$ cat src/rtl/irq_chain_pkg.sv
package irq_chain_pkg;

    typedef enum logic [1:0] {
        ST_IDLE  = 2'd0,
        ST_PASS  = 2'd1,
        ST_DRIVE = 2'd2,
        ST_ACK   = 2'd3
    } chain_state_e;

endpackage

$ cat src/rtl/irq_line_encoder.sv
module irq_line_encoder #(
    parameter int NUM_LEVELS = 7,
    parameter int LVL_W      = $clog2(NUM_LEVELS + 1)
) (
    input  logic                  armed,
    input  logic [LVL_W-1:0]      level,
    output logic [NUM_LEVELS-1:0] lines_n
);

    // One open request line per level; level k drives bit k-1.
    for (genvar k = 1; k <= NUM_LEVELS; k++) begin : g_line
        assign lines_n[k-1] = !(armed && (level == LVL_W'(k)));
    end

endmodule

$ cat src/rtl/irq_ack_match.sv
module irq_ack_match #(
    parameter int LVL_W = 3
) (
    input  logic             armed,
    input  logic [LVL_W-1:0] own_level,
    input  logic [LVL_W-1:0] cycle_level,
    input  logic             ackin_n,
    input  logic             ds_n,
    output logic             cycle_seen,
    output logic             selected
);

    logic level_hit;

    assign cycle_seen = !ackin_n && !ds_n;
    assign level_hit  = (own_level != '0) && (own_level == cycle_level);
    assign selected   = cycle_seen && armed && level_hit;

endmodule

$ cat src/rtl/irq_chain_responder.sv
module irq_chain_responder #(
    parameter int NUM_LEVELS = 7,
    parameter int ID_W       = 8,
    parameter int LVL_W      = $clog2(NUM_LEVELS + 1)
) (
    input  logic                  clk,
    input  logic                  rst_n,
    input  logic                  trig,
    input  logic [LVL_W-1:0]      cfg_level,
    input  logic [ID_W-1:0]       status_id,
    input  logic [LVL_W-1:0]      ack_level,
    input  logic                  ackin_n,
    input  logic                  ds_n,
    output logic [NUM_LEVELS-1:0] irq_n,
    output logic                  ackout_n,
    output logic                  dtack_n,
    output logic [ID_W-1:0]       data_out,
    output logic                  data_oe
);

    import irq_chain_pkg::*;

    typedef struct packed {
        chain_state_e    st;
        logic            armed;
        logic [ID_W-1:0] id;
        logic            pass;
        logic            ack;
        logic            oe;
    } ctl_t;

    ctl_t s_d, s_q;
    logic cycle_seen;
    logic selected;
    logic arm_req;

    irq_ack_match #(.LVL_W(LVL_W)) u_match (
        .armed      (s_q.armed),
        .own_level  (cfg_level),
        .cycle_level(ack_level),
        .ackin_n    (ackin_n),
        .ds_n       (ds_n),
        .cycle_seen (cycle_seen),
        .selected   (selected)
    );

    irq_line_encoder #(.NUM_LEVELS(NUM_LEVELS), .LVL_W(LVL_W)) u_lines (
        .armed  (s_q.armed),
        .level  (cfg_level),
        .lines_n(irq_n)
    );

    assign arm_req = trig && (cfg_level != '0);

    always_comb begin
        s_d = s_q;
        // A trigger while armed merges into the existing request.
        s_d.armed = s_q.armed || arm_req;
        unique case (s_q.st)
            ST_IDLE: begin
                if (cycle_seen) begin
                    if (selected) begin
                        s_d.st    = ST_DRIVE;
                        s_d.oe    = 1'b1;
                        s_d.id    = status_id;
                        s_d.armed = arm_req;
                    end else begin
                        s_d.st   = ST_PASS;
                        s_d.pass = 1'b1;
                    end
                end
            end
            ST_PASS: begin
                if (ackin_n) begin
                    s_d.st   = ST_IDLE;
                    s_d.pass = 1'b0;
                end
            end
            ST_DRIVE: begin
                if (ds_n) begin
                    s_d.st = ST_IDLE;
                    s_d.oe = 1'b0;
                end else begin
                    s_d.st  = ST_ACK;
                    s_d.ack = 1'b1;
                end
            end
            ST_ACK: begin
                if (ds_n) begin
                    s_d.st  = ST_IDLE;
                    s_d.ack = 1'b0;
                    s_d.oe  = 1'b0;
                end
            end
            default: s_d.st = ST_IDLE;
        endcase
    end

    always_ff @(posedge clk or negedge rst_n) begin
        if (!rst_n) begin
            s_q <= '{st: ST_IDLE, armed: 1'b0, id: '0, pass: 1'b0, ack: 1'b0, oe: 1'b0};
        end else begin
            s_q <= s_d;
        end
    end

    assign ackout_n = !s_q.pass;
    assign dtack_n  = !s_q.ack;
    assign data_oe  = s_q.oe;
    assign data_out = s_q.id;

endmodule

$ cat config.mk
export PLATFORM = sky130hd
export DESIGN_NAME = irq_chain_responder
export DESIGN_NICKNAME = d
export VERILOG_FILES = /design/src/rtl/irq_chain_pkg.sv /design/src/rtl/irq_line_encoder.sv /design/src/rtl/irq_ack_match.sv /design/src/rtl/irq_chain_responder.sv
export SDC_FILE = /design/constraint.sdc
export NUM_CORES = 1
export LEC_CHECK = 0
export ABC_CLOCK_PERIOD_IN_PS = 3750
export BUFFER_PORTS_ARGS = -buffer_cell sky130_fd_sc_hd__buf_4
export CORE_MARGIN = 4
export CORE_UTILIZATION = 48
export CTS_CLUSTER_SIZE = 10
export DETAILED_ROUTE_END_ITERATION = 16
export PLACE_DENSITY_LB_ADDON = 0.05
export SKIP_CTS_REPAIR_TIMING = 1
export SYNTH_ARGS = -nofsm -noshare
export SYNTH_HDL_FRONTEND = slang
export SYNTH_SLANG_ARGS = --single-unit
$ cat constraint.sdc
create_clock -name clk -period 3.75 [get_ports clk]
set_clock_uncertainty 0.15 [all_clocks]
set_input_delay 0.1875 -clock clk [delete_from_list [all_inputs] [get_ports clk]]
set_output_delay 0.1875 -clock clk [all_outputs]
set_load 0.02 [all_outputs]
==> flow_summary.rst, run 1 <==
.. list-table::
   :header-rows: 1

   * - Metric
     - Value
   * - Top cell type's share of synthesized area
     - 44.0%
   * - Length of the first detailed-routing pass in iterations
     - 3
   * - Adder-cell share of the synthesized area
     - 0%
   * - Setup repair after global routing missed its margin
     - no
   * - Global routing met2 resource utilization
     - 20.2%
   * - Via count of the first global-routing pass
     - 576
   * - Combinational family with the most area after synthesis
     - simple AND/OR/NAND/NOR gates
   * - Number of hold-slack violations in the final timing report
     - 0
   * - Mean routed wirelength per cell
     - around 13 um
   * - Power density over cell area
     - ~450 nW/um2
   * - Slowest library cell on the worst path
     - sky130_fd_sc_hd__nor4b_4
   * - Internal power contribution
     - ~0.36 mW
   * - Stage delay of the slowest cell on the critical path
     - around 0.76 ns
   * - Number of design-rule violations left by the first detailed-router iteration
     - 7
   * - Layer with the highest usage
     - met2
   * - Post-synthesis async set-or-reset flop share
     - 100%
   * - Overall routed net length
     - between 1500 and 2000 um
   * - Die Area
     - roughly 2400 um2
   * - IR drop worst, VDD
     - 443 uV
   * - Antenna fix cells
     - 0
   * - Synth Warn #
     - 0
   * - Number of vias in the routed layout
     - between 600 and 700
   * - Clock tree from TritonCTS
     - done
   * - Vias per cell
     - 4.96
   * - Maximum fanout count along the critical path
     - 11
   * - Max clock buf depth
     - 2
   * - Max-slew violation count
     - 0
   * - Net switching power of the design
     - ~0.16 mW
   * - Final weighted congestion in routability-driven placement
     - ~0.72
   * - Number of maximum-capacitance constraint violations
     - 0
   * - Number of cells in the finished layout apart from fillers
     - ~130
   * - Height of the chip
     - 48.8 um
   * - Fraction of the mapped netlist area in simple logic gates
     - 17.3%
   * - Cell with the most instances after synthesis
     - sky130_fd_sc_hd__dfrtp_1
   * - Setup slack of the worst register-to-register path
     - between 1.5 and 2 ns
   * - Cell total after placement
     - around 110
   * - Startpoint class of the critical path
     - input port
   * - Number of flops mapped to enable cells by yosys
     - 0
   * - Clk Tree Root Cell
     - sky130_fd_sc_hd__clkbuf_4
   * - Layout overhead on the synthesized area
     - 45.7%
   * - Share of the clock period used by the worst path
     - between 60% and 70%
   * - Core footprint
     - approximately 1500 um2
   * - Number of nets at the end of the flow
     - around 130
   * - Starting Density
     - slightly above 50%
   * - Cell Chain, Critical Path
     - dlygate4sd3_1 > buf_4 > nor4_1 > nor4b_4 > mux2_1
   * - Layout cell share with drive strength beyond 1
     - a little under half
   * - Fraction of power spent switching nets
     - a little under a third
   * - Setup CP Type
     - input port to register
   * - Post-detailed-route DRC marker count
     - 0
   * - Count of cell types in the netlist
     - 32
   * - Hold path startpoint
     - cfg_level[2]
   * - Worst-case setup slack after placement
     - around 1.6 ns
   * - Cell area after layout
     - 1160 um2
   * - Share of power burned in registers
     - between 30% and 40%
   * - Fill cell total of the finished layout
     - 122
   * - Final setup violation count
     - 0
   * - Clock transition at the register clock pins on the worst setup and hold paths after CTS
     - around 0.08 ns
   * - Worst slew pin tran
     - roughly 0.84 ns
   * - Max frequency
     - between 0.4 and 0.5 GHz
   * - Final antenna-violating net count
     - 0
   * - Seq cells post-synth
     - 14
   * - Multiplexer share of the synthesized area
     - 14.6%
   * - Average cell area after synthesis
     - 11.6 um2
   * - Netlist Area Pre-Place
     - about 800 um2
   * - Clk_lat worst skew
     - ~0.27 ns
   * - Endpoint kind of the worst setup timing path
     - register
   * - CTS buffer count
     - 3
   * - Horizontal die dimension
     - about 50 um
   * - Ports placed on the boundary
     - 37
   * - Post-synthesis compound-gate area fraction
     - 9.89%
   * - Leakage power
     - approximately 0.56 nW
   * - HPWL after detailed placement
     - 1140 um
   * - Post-route minimum period
     - around 2.3 ns
   * - Nets in the synthesized netlist
     - 88
   * - Cell type with the largest total area after synthesis
     - sky130_fd_sc_hd__dfrtp_1
   * - Relative slew margins
     - about 44%
   * - Htree depth
     - 1
   * - XOR/XNOR Fraction of Synth Area
     - roughly 2.0%
   * - Fraction of power consumed by the clock network
     - between 20 and 25%
   * - Global-route wire length before repair
     - about 2400 um
   * - Share of power burned in combinational logic
     - roughly 40%
   * - Buffers added on ports
     - 36
   * - Tightest Hold Check Type
     - input port to register
   * - Final Worst Setup Slack
     - 1.49 ns
   * - Count of standard-cell rows
     - 14
   * - GR Util met1
     - about 15%
   * - Worst setup path start
     - ackin_n
   * - Portion of the post-synthesis area used by sequential elements
     - 44.0%
   * - Overall overflow remaining after global route
     - 0
   * - Setup Total Neg Slack
     - 0 ns
   * - Worst endpoint required time
     - about 3.8 ns
   * - Global routing usage on met3
     - between 6 and 7%
   * - Pin count of the biggest net entering global routing
     - 15
   * - Most used flip-flop cell after synthesis
     - sky130_fd_sc_hd__dfrtp_1
   * - Commonest cells post-synth
     - sky130_fd_sc_hd__dfrtp_1, sky130_fd_sc_hd__buf_4, sky130_fd_sc_hd__mux2_4
   * - Total placed instance area
     - 1000 um2
   * - Arr. time, crit path
     - 2.27 ns
   * - Num Clock Sinks
     - 14
   * - Top cells by area, synth
     - sky130_fd_sc_hd__dfrtp_1, sky130_fd_sc_hd__mux2_4, sky130_fd_sc_hd__buf_4
   * - Number of cells produced by synthesis
     - 69
   * - Result of the run
     - completed
   * - Global Route Usage Sum
     - between 10% and 20%
   * - Number of antenna violations at the first check in global routing
     - 0
   * - Worst reg2reg startpoint
     - s_q[12]
stage by stage:
step / power [mW] / util (%) / hold slack [ns]
final: 0.523 / 75.3 / 0.0462
after global routing: 0.552 / 75.3 / 0.0539
after CTS: 0.515 / 67.5 / -0.410
after detailed placement: 0.409 / 65.2 / -0.105
after global placement: 0.406 / 65.2 / -0.105
after floorplan: 0.359 / - / -0.258
logic make-up (layout without fill, tap and decap cells):
kind of cell | count (synthesis) | after routing
AO/OA/AOI/OAI | 11 | 11
buffers and inverters | 14 | 56
AND/OR/NAND/NOR | 21 | 21
XOR/XNOR | 1 | 1
multiplexers | 8 | 8
flip-flops | 14 | 14
sequential cells by signal, indices dropped and copies added (netlist names):
register	flops
data_out	8
data_oe	1
s_q	5
critical path: cells and delay by family:
| kind | cells | cell delay, ns |
|---|---|---|
| buf+inv | 2 | 0.69 |
| mux | 1 | 0.38 |
| simple gates | 2 | 1.02 |
per-layer routing:
metal | wire length, um | part of all wire [%]
met5 | 0 | 0
met4 | 0 | 0
met3 | 120 | 7.3
met2 | 842 | 51
met1 | 680 | 41
final cells by class:
type | instances | area (um2) | share of cell area [%]
clock buffers | 4 | 36.3 | 3.13
inverters | 4 | 15.0 | 1.29
multi-input cells | 41 | 349 | 30.1
flip-flops and latches | 14 | 350 | 30.2
well taps | 16 | 20.0 | 1.72
repair buffers | 48 | 390 | 33.6
power groups by stage:
stage                     combinational, mW  sequential (mW)  clock (mW)
after detailed placement              0.199            0.210           0
after global placement                0.196            0.211           0
after CTS                             0.198            0.209       0.109
after floorplan                       0.148            0.210           0
final                                 0.208            0.208       0.106
after global routing                  0.222            0.213       0.117
cells in the final DEF, fill, tap and decap left out, types with 2 or more instances in the layout:
| cell | synthesis | routed |
|---|---|---|
| sky130_fd_sc_hd__nand3_1 | 3 | 3 |
| sky130_fd_sc_hd__nor2_1 | 2 | 2 |
| sky130_fd_sc_hd__nand2_1 | 3 | 3 |
| sky130_fd_sc_hd__mux2_4 | 7 | 7 |
| sky130_fd_sc_hd__clkbuf_4 | 0 | 3 |
| sky130_fd_sc_hd__nand2b_1 | 2 | 2 |
| sky130_fd_sc_hd__dfrtp_1 | 14 | 14 |
| sky130_fd_sc_hd__inv_1 | 2 | 2 |
| sky130_fd_sc_hd__buf_4 | 8 | 36 |
| sky130_fd_sc_hd__o21ai_1 | 2 | 2 |
| sky130_fd_sc_hd__dlygate4sd3_1 | 0 | 12 |
| sky130_fd_sc_hd__o31ai_1 | 2 | 2 |
| sky130_fd_sc_hd__nor2b_1 | 2 | 2 |
final timing paths:
check                                    to  cells past startpoint
min in group asynchronous            s_q[2]                      2
worst max register to register  data_out[6]                      3
max in group asynchronous           s_q[11]                      2
worst min register to register      data_oe                      1
worst max-delay path            data_out[6]                      5
worst min-delay path                s_q[11]                      3
Power figures use the tool's default switching activity.
==> run 2: changes to the inputs <==
Settings changed: ABC_CLOCK_PERIOD_IN_PS 3750 to 2000, CORE_UTILIZATION 48 to 40.
Clock period 3.75 ns to 2 ns, I/O delays scaled along.
==> run 2 against run 1 <==
Combinational power is 88% higher. Worst setup slack worse by 1.4 ns. Largest power group is now combinational logic. Flip-flop and latch count stayed put.
==> flow_summary.rst, run 2 (synthesis gave the netlist of run 1 again) <==
.. list-table::
   :header-rows: 1

   * - Metric
     - Value
   * - Setup CP Type
     - input port to register
   * - Crit path top cell by count
     - sky130_fd_sc_hd__buf_4
   * - Endpoint kind of the worst setup timing path
     - register
   * - Fill cell total of the finished layout
     - 154 (+26%)
   * - Final antenna-violating net count
     - 0 (unchanged)
   * - Top library cells by usage in the layout, fill and taps aside
     - sky130_fd_sc_hd__buf_4, sky130_fd_sc_hd__dfrtp_1, sky130_fd_sc_hd__dlygate4sd3_1
   * - Max-slew violation count
     - 0 (unchanged)
   * - Tightest Hold Check Type
     - input port to asynchronous set/reset pin
   * - Clock tree from TritonCTS
     - done
   * - Share of power burned in combinational logic
     - 40.1% (+0.3 points)
   * - Number of hold-slack violations in the final timing report
     - 0 (unchanged)
   * - Worst-case setup slack after placement
     - 0.137 ns (-1.44 ns)
   * - Internal power contribution
     - 0.679 mW (+88%)
   * - Worst endpoint required time
     - 2.01 ns (-1.75 ns)
   * - Count of standard-cell rows
     - 15 (+1)
   * - Fraction of power consumed by the clock network
     - 20.0% (-0.3 points)
   * - Family with the most delay on the worst path
     - buffers and inverters
   * - Pin count of the biggest net entering global routing
     - 15 (unchanged)
   * - Via count of the first global-routing pass
     - 609 (+5.7%)
   * - Ports placed on the boundary
     - 37 (unchanged)
   * - Met3 layer wire length in the routed design
     - 100 um (-17%)
   * - Post-route minimum period
     - between 1.5 and 2 ns
   * - Final Worst Setup Slack
     - 0.0986 ns (-1.39 ns)
   * - Htree depth
     - 1 (unchanged)
   * - Final setup violation count
     - 0 (unchanged)
   * - Worst slew pin tran
     - 0.336 ns (-0.502 ns)
   * - Cell Chain, Critical Path
     - dlygate4sd3_1 > buf_4 > nor4_1 > nor4b_4 > buf_4 > mux2_4
   * - Number of maximum-capacitance constraint violations
     - 0 (unchanged)
   * - CTS buffer count
     - 3 (unchanged)
   * - Height of the chip
     - 52.6 um (+8.0%)
   * - Overall routed net length
     - 1630 um (-0.97%)
   * - Horizontal die dimension
     - 52.6 um (+8.0%)
   * - Area used by multi-input combinational logic
     - 349 um2 (unchanged)
   * - Largest register FFs
     - 8 (unchanged)
   * - Total placed instance area
     - 1030 um2 (+2.6%)
   * - Power density over cell area
     - 810 nW/um2 (+80%)
   * - HPWL after detailed placement
     - 1250 um (+9.9%)
   * - Core footprint
     - 1800 um2 (+17%)
   * - Maximum fanout count along the critical path
     - 8 (-3)
   * - Leakage power
     - 0.577 nW (+3.4%)
   * - Layout overhead on the synthesized area
     - 51.5%
   * - Max clock buf depth
     - 2 (unchanged)
   * - Cell area after layout
     - 1210 um2 (+4.0%)
   * - Worst path bufs/invs
     - 3 (+1)
   * - Overall overflow remaining after global route
     - 0 (unchanged)
   * - Net switching power of the design
     - 0.299 mW (+84%)
   * - Overall power after layout
     - 0.978 mW (+87%)
   * - Global Route Usage Sum
     - 12.7% (+0.027 points)
   * - Clk Tree Root Cell
     - sky130_fd_sc_hd__clkbuf_4
   * - Layout cell share with drive strength beyond 1
     - 47.8% (+0.078 points)
   * - Stage delay of the slowest cell on the critical path
     - 0.54 ns (-0.22 ns)
   * - Slowest library cell on the worst path
     - sky130_fd_sc_hd__dlygate4sd3_1
   * - Number of vias in the routed layout
     - 654 (+3.8%)
   * - Register area
     - 350 um2 (unchanged)
   * - Top routing layer used
     - met3
   * - Post-detailed-route DRC marker count
     - 0 (unchanged)
   * - Vias per cell
     - 4.67 (-5.8%)
   * - Final core utilization
     - 67.0% (-8.3 points)
   * - Max frequency
     - ~0.53 GHz
   * - Final worst hold slack
     - 0.0619 ns (+0.0156 ns)
   * - IR drop worst, VDD
     - 576 uV (+30%)
   * - Num Clock Sinks
     - 14 (unchanged)
   * - Number of antenna violations at the first check in global routing
     - 0 (unchanged)
   * - Commonest non-fill, non-tap cell in the layout
     - sky130_fd_sc_hd__buf_4
   * - Global-route wire length before repair
     - 2550 um (+5.7%)
   * - Startpoint class of the critical path
     - input port
   * - Clock transition at the register clock pins on the worst setup and hold paths after CTS
     - 0.08 ns (about the same)
   * - Relative slew margins
     - 77.4% (+33 points)
   * - Fraction of power spent switching nets
     - 30.6% (-0.52 points)
   * - Antenna fix cells
     - 0 (unchanged)
   * - Arr. time, crit path
     - 1.91 ns (-0.36 ns)
   * - Final weighted congestion in routability-driven placement
     - 0.695 (-3.6%)
   * - Mean routed wirelength per cell
     - 11.6 um (-10%)
   * - Buffers added on ports
     - 36 (unchanged)
   * - Die Area
     - 2770 um2 (+17%)
   * - Met2 WL
     - 872 um (+3.6%)
   * - Share of power burned in registers
     - 39.9% (about the same)
   * - Starting Density
     - 44.2% (-7.5 points)
   * - Routed metal-1 wirelength
     - 654 um (-3.8%)
   * - Length of the first detailed-routing pass in iterations
     - 2 (-1)
   * - Result of the run
     - completed
   * - Number of design-rule violations left by the first detailed-router iteration
     - 4 (-3)
   * - Clk_lat worst skew
     - 0.27 ns (about the same)
   * - Share of the clock period used by the worst path
     - a little over nine tenths
   * - Number of nets at the end of the flow
     - 135 (+3.1%)
[run 2: cell types whose count changed in the layout (fill, tap and decap cells not counted)]
cell                            change
sky130_fd_sc_hd__buf_4              +2
sky130_fd_sc_hd__dlygate4sd3_1      +2
[run 2: path summary, 6_finish.rpt]
| kind | from | cells past startpoint | slack [ns] | endpoint |
|---|---|---|---|---|
| worst max-delay path | ds_n | 6 | 0.1 | data_out[1] |
| worst min-delay path | rst_n | 2 | 0.06 | s_q[2] |
| worst max register to register | s_q[11] | 5 | 0.15 | s_q[12] |
| worst min register to register | data_oe | 1 | 0.35 | data_oe |
| max in group asynchronous | rst_n | 2 | 1.47 | data_out[3] |
| min in group clk | ack_level[1] | 5 | 0.11 | s_q[2] |
[run 2: through the flow]
step | std cells | TNS [ns]
after detailed placement | 122 | 0
after floorplan | 69 | 0
after CTS | 126 | 0
after global routing | 140 | -0.0875
after global placement | 122 | 0
final | 140 | 0
[run 2: power by group through the flow]
stage	combinational [mW]	clock (mW)	sequential, mW
2_1_floorplan	0.278	0	0.395
3_3_place_gp	0.369	0	0.396
3_5_place_dp	0.375	0	0.394
4_1_cts	0.375	0.207	0.391
5_1_grt	0.422	0.217	0.401
6_report	0.392	0.196	0.390
[run 2: layout make-up]
| type | instances | area share (%) |
|---|---|---|
| Inverter | 4 | 1.24 |
| Sequential cell | 14 | 29.0 |
| Timing Repair Buffer | 52 | 35.2 |
| Clock buffer | 4 | 3.01 |
| Tap cell | 25 | 2.59 |
| Multi-Input combinational cell | 41 | 28.9 |
[run 2: metal layers]
metal / vias to the layer above / GRT usage (%)
met5: - / 0
met4: 0 / 1.28
met3: 0 / 6.55
met2: 18 / 21.9
met1: 313 / 14.2
li1: 323 / -
==> run 3: changes to the inputs <==
Settings changed: ABC_CLOCK_PERIOD_IN_PS 2000 to 1800, CORE_UTILIZATION 40 to 45, RECOVER_POWER set to 25.
Clock period 2 ns to 1.8 ns, I/O delays scaled along.
==> run 3 against run 2 <==
The run now ends with hold timing left. Critical path type is now register to register. Largest cell class unchanged. Non-clock buffer count up 8. First-iteration DRC count grew to 2.5 times the previous value. Clock power is 15% higher. Combinational power grew 16%. Sequential share of layout area fell by 1.5 points. Final area rose by 5.5%. Global-route usage rose by 1.5 points. Critical path depth is 2 lower. Register-to-register slack got worse by 0.13 ns. Die area decreased by 9.5%.
==> flow_summary.rst, run 3 (synthesis gave the netlist of run 1 again) <==
.. list-table::
   :header-rows: 1

   * - Metric
     - Value
   * - Result of the run
     - complete, but fails checks
   * - Failing checks
     - hold timing
   * - IR drop worst, VDD
     - 638 uV (+11%)
   * - Post-detailed-route DRC marker count
     - 0 (unchanged)
   * - Worst reg2reg startpoint
     - s_q[13]
   * - Max frequency
     - approximately 0.56 GHz
   * - Layout overhead on the synthesized area
     - 59.8%
   * - Buffers added on ports
     - 36 (unchanged)
   * - Clock transition at the register clock pins on the worst setup and hold paths after CTS
     - 0.08 ns (about the same)
   * - Startpoint class of the critical path
     - register
   * - Worst endpoint required time
     - 1.82 ns (-0.19 ns)
   * - Number of maximum-capacitance constraint violations
     - 0 (unchanged)
   * - Layout cell share with drive strength beyond 1
     - 52.8% (+5.0 points)
   * - Endpoint kind of the worst setup timing path
     - register
   * - Worst slew pin tran
     - 0.706 ns (+0.370 ns)
   * - Largest register FFs
     - 8 (unchanged)
   * - Htree depth
     - 1 (unchanged)
   * - Clock tree from TritonCTS
     - done
   * - Share of the clock period used by the worst path
     - 98.7%
   * - Overall routed net length
     - 1750 um (+7.6%)
   * - Area used by multi-input combinational logic
     - 359 um2 (+2.9%)
   * - Vias per cell
     - 4.55 (-2.6%)
   * - Number of antenna violations at the first check in global routing
     - 0 (unchanged)
   * - Num Clock Sinks
     - 14 (unchanged)
   * - Height of the chip
     - 50.1 um (-4.8%)
   * - Max clock buf depth
     - 2 (unchanged)
   * - Antenna fix cells
     - 0 (unchanged)
   * - CTS buffer count
     - 3 (unchanged)
   * - Register area
     - 350 um2 (unchanged)
   * - Die Area
     - 2510 um2 (-9.5%)
   * - Number of nets at the end of the flow
     - 143 (+5.9%)
   * - Length of the first detailed-routing pass in iterations
     - 4 (+2)
   * - Max-slew violation count
     - 0 (unchanged)
   * - Leakage power
     - 0.618 nW (+7.2%)
   * - Number of hold-slack violations in the final timing report
     - 1 (+1)
   * - Number of design-rule violations left by the first detailed-router iteration
     - 10 (+6)
   * - Final core utilization
     - 79.9% (+13 points)
   * - Ports placed on the boundary
     - 37 (unchanged)
   * - Arr. time, crit path
     - 1.80 ns (-0.11 ns)
   * - Hold path startpoint
     - ackin_n
   * - Tightest Hold Check Type
     - input port to register
   * - HPWL after detailed placement
     - 1260 um (+0.41%)
   * - Min-Delay Endpoint
     - s_q[12]
   * - Maximum fanout count along the critical path
     - 4 (-4)
   * - Final setup violation count
     - 0 (unchanged)
   * - Setup repair after global routing missed its margin
     - yes
   * - Count of standard-cell rows
     - 14 (-1)
   * - Global-route wire length before repair
     - 2640 um (+3.8%)
   * - Final weighted congestion in routability-driven placement
     - 0.756 (+8.8%)
   * - Final antenna-violating net count
     - 0 (unchanged)
   * - Top library cells by usage in the layout, fill and taps aside
     - sky130_fd_sc_hd__buf_4, sky130_fd_sc_hd__dfrtp_1, sky130_fd_sc_hd__dlygate4sd3_1
   * - Via count of the first global-routing pass
     - 594 (-2.5%)
   * - Commonest non-fill, non-tap cell in the layout
     - sky130_fd_sc_hd__buf_4
   * - Starting Density
     - 50.0% (+5.8 points)
   * - Horizontal die dimension
     - 50.1 um (-4.8%)
   * - Pin count of the biggest net entering global routing
     - 15 (unchanged)
   * - Clk Tree Root Cell
     - sky130_fd_sc_hd__clkbuf_4
   * - Register-to-Register Path Depth
     - 4 (-1)
   * - Number of vias in the routed layout
     - 669 (+2.3%)
   * - Mean routed wirelength per cell
     - 11.9 um (+2.5%)
   * - Setup slack of the worst register-to-register path
     - 0.02 ns (-0.13 ns)
   * - Post-route minimum period
     - about 1.8 ns
   * - Relative slew margins
     - 52.9% (-24 points)
   * - WHS Path Cells
     - 3
   * - R2R Path End
     - data_out[1]
   * - Fill cell total of the finished layout
     - 103 (-33%)
   * - Overall overflow remaining after global route
     - 0 (unchanged)
   * - Core footprint
     - 1590 um2 (-12%)
   * - Global Route Usage Sum
     - 14.2% (+1.5 points)
   * - Setup CP Type
     - register to register
   * - Power density over cell area
     - 873 nW/um2 (+7.8%)
   * - Clk_lat worst skew
     - 0.28 ns (about the same)
   * - Final worst hold slack
     - -0.00362 ns (-0.0655 ns)
## run 3: worst max path at each step
stage / startpoint / end / cells past startpoint
detailed placement: s_q[12] / data_out[3] / 4
floorplan: s_q[13] / data_out[0] / 4
global route: s_q[13] / data_out[5] / 4
global placement: s_q[12] / data_out[4] / 4
CTS: s_q[12] / data_out[3] / 4
finish: s_q[13] / data_out[1] / 4
## run 3: layer usage
metal	part of all wire [%]	global-route usage, %	vias to the layer above	wire length, um
met4	0.80	4.15	0	14
met5	0	0	-	0
li1	-	-	341	-
met1	44	17.3	303	768
met3	7.3	7.23	2	128
met2	48	21.7	23	839
## run 3: layout make-up
cell class / count / area share (%)
timing repair buffer: 60 / 37.9
clock buffer: 4 / 2.85
inverter: 4 / 1.18
tap: 24 / 2.36
sequential: 14 / 27.5
multi-input combinational: 41 / 28.2
## run 3: worst max-delay path, stage by stage, from the launching register on
cell and delay [ns]:
sky130_fd_sc_hd__dfrtp_1 0.40, sky130_fd_sc_hd__nor4_2 0.30, sky130_fd_sc_hd__nor4b_4 0.31, sky130_fd_sc_hd__buf_4 0.20, sky130_fd_sc_hd__mux2_4 0.30
## run 3: where the power goes
| part | switching [mW] | leakage [nW] | internal, mW |
|---|---|---|---|
| Combinational | 0.202 | 0.423 | 0.252 |
| Sequential | 0.0420 | 0.175 | 0.390 |
| Clock | 0.103 | 0.0210 | 0.123 |
## run 3: through the flow
step	total power [mW]	cells	worst slack, ns	cell area (um2)	setup TNS (ns)
floorplan	0.747	69	0.0593	797	0
global placement	0.857	127	0.0418	1070	0
detailed placement	0.863	127	-0.0233	1070	-0.0837
CTS	1.09	131	-0.0265	1110	-0.141
global route	1.17	147	-0.0536	1270	-0.224
finish	1.11	147	0.0241	1270	0
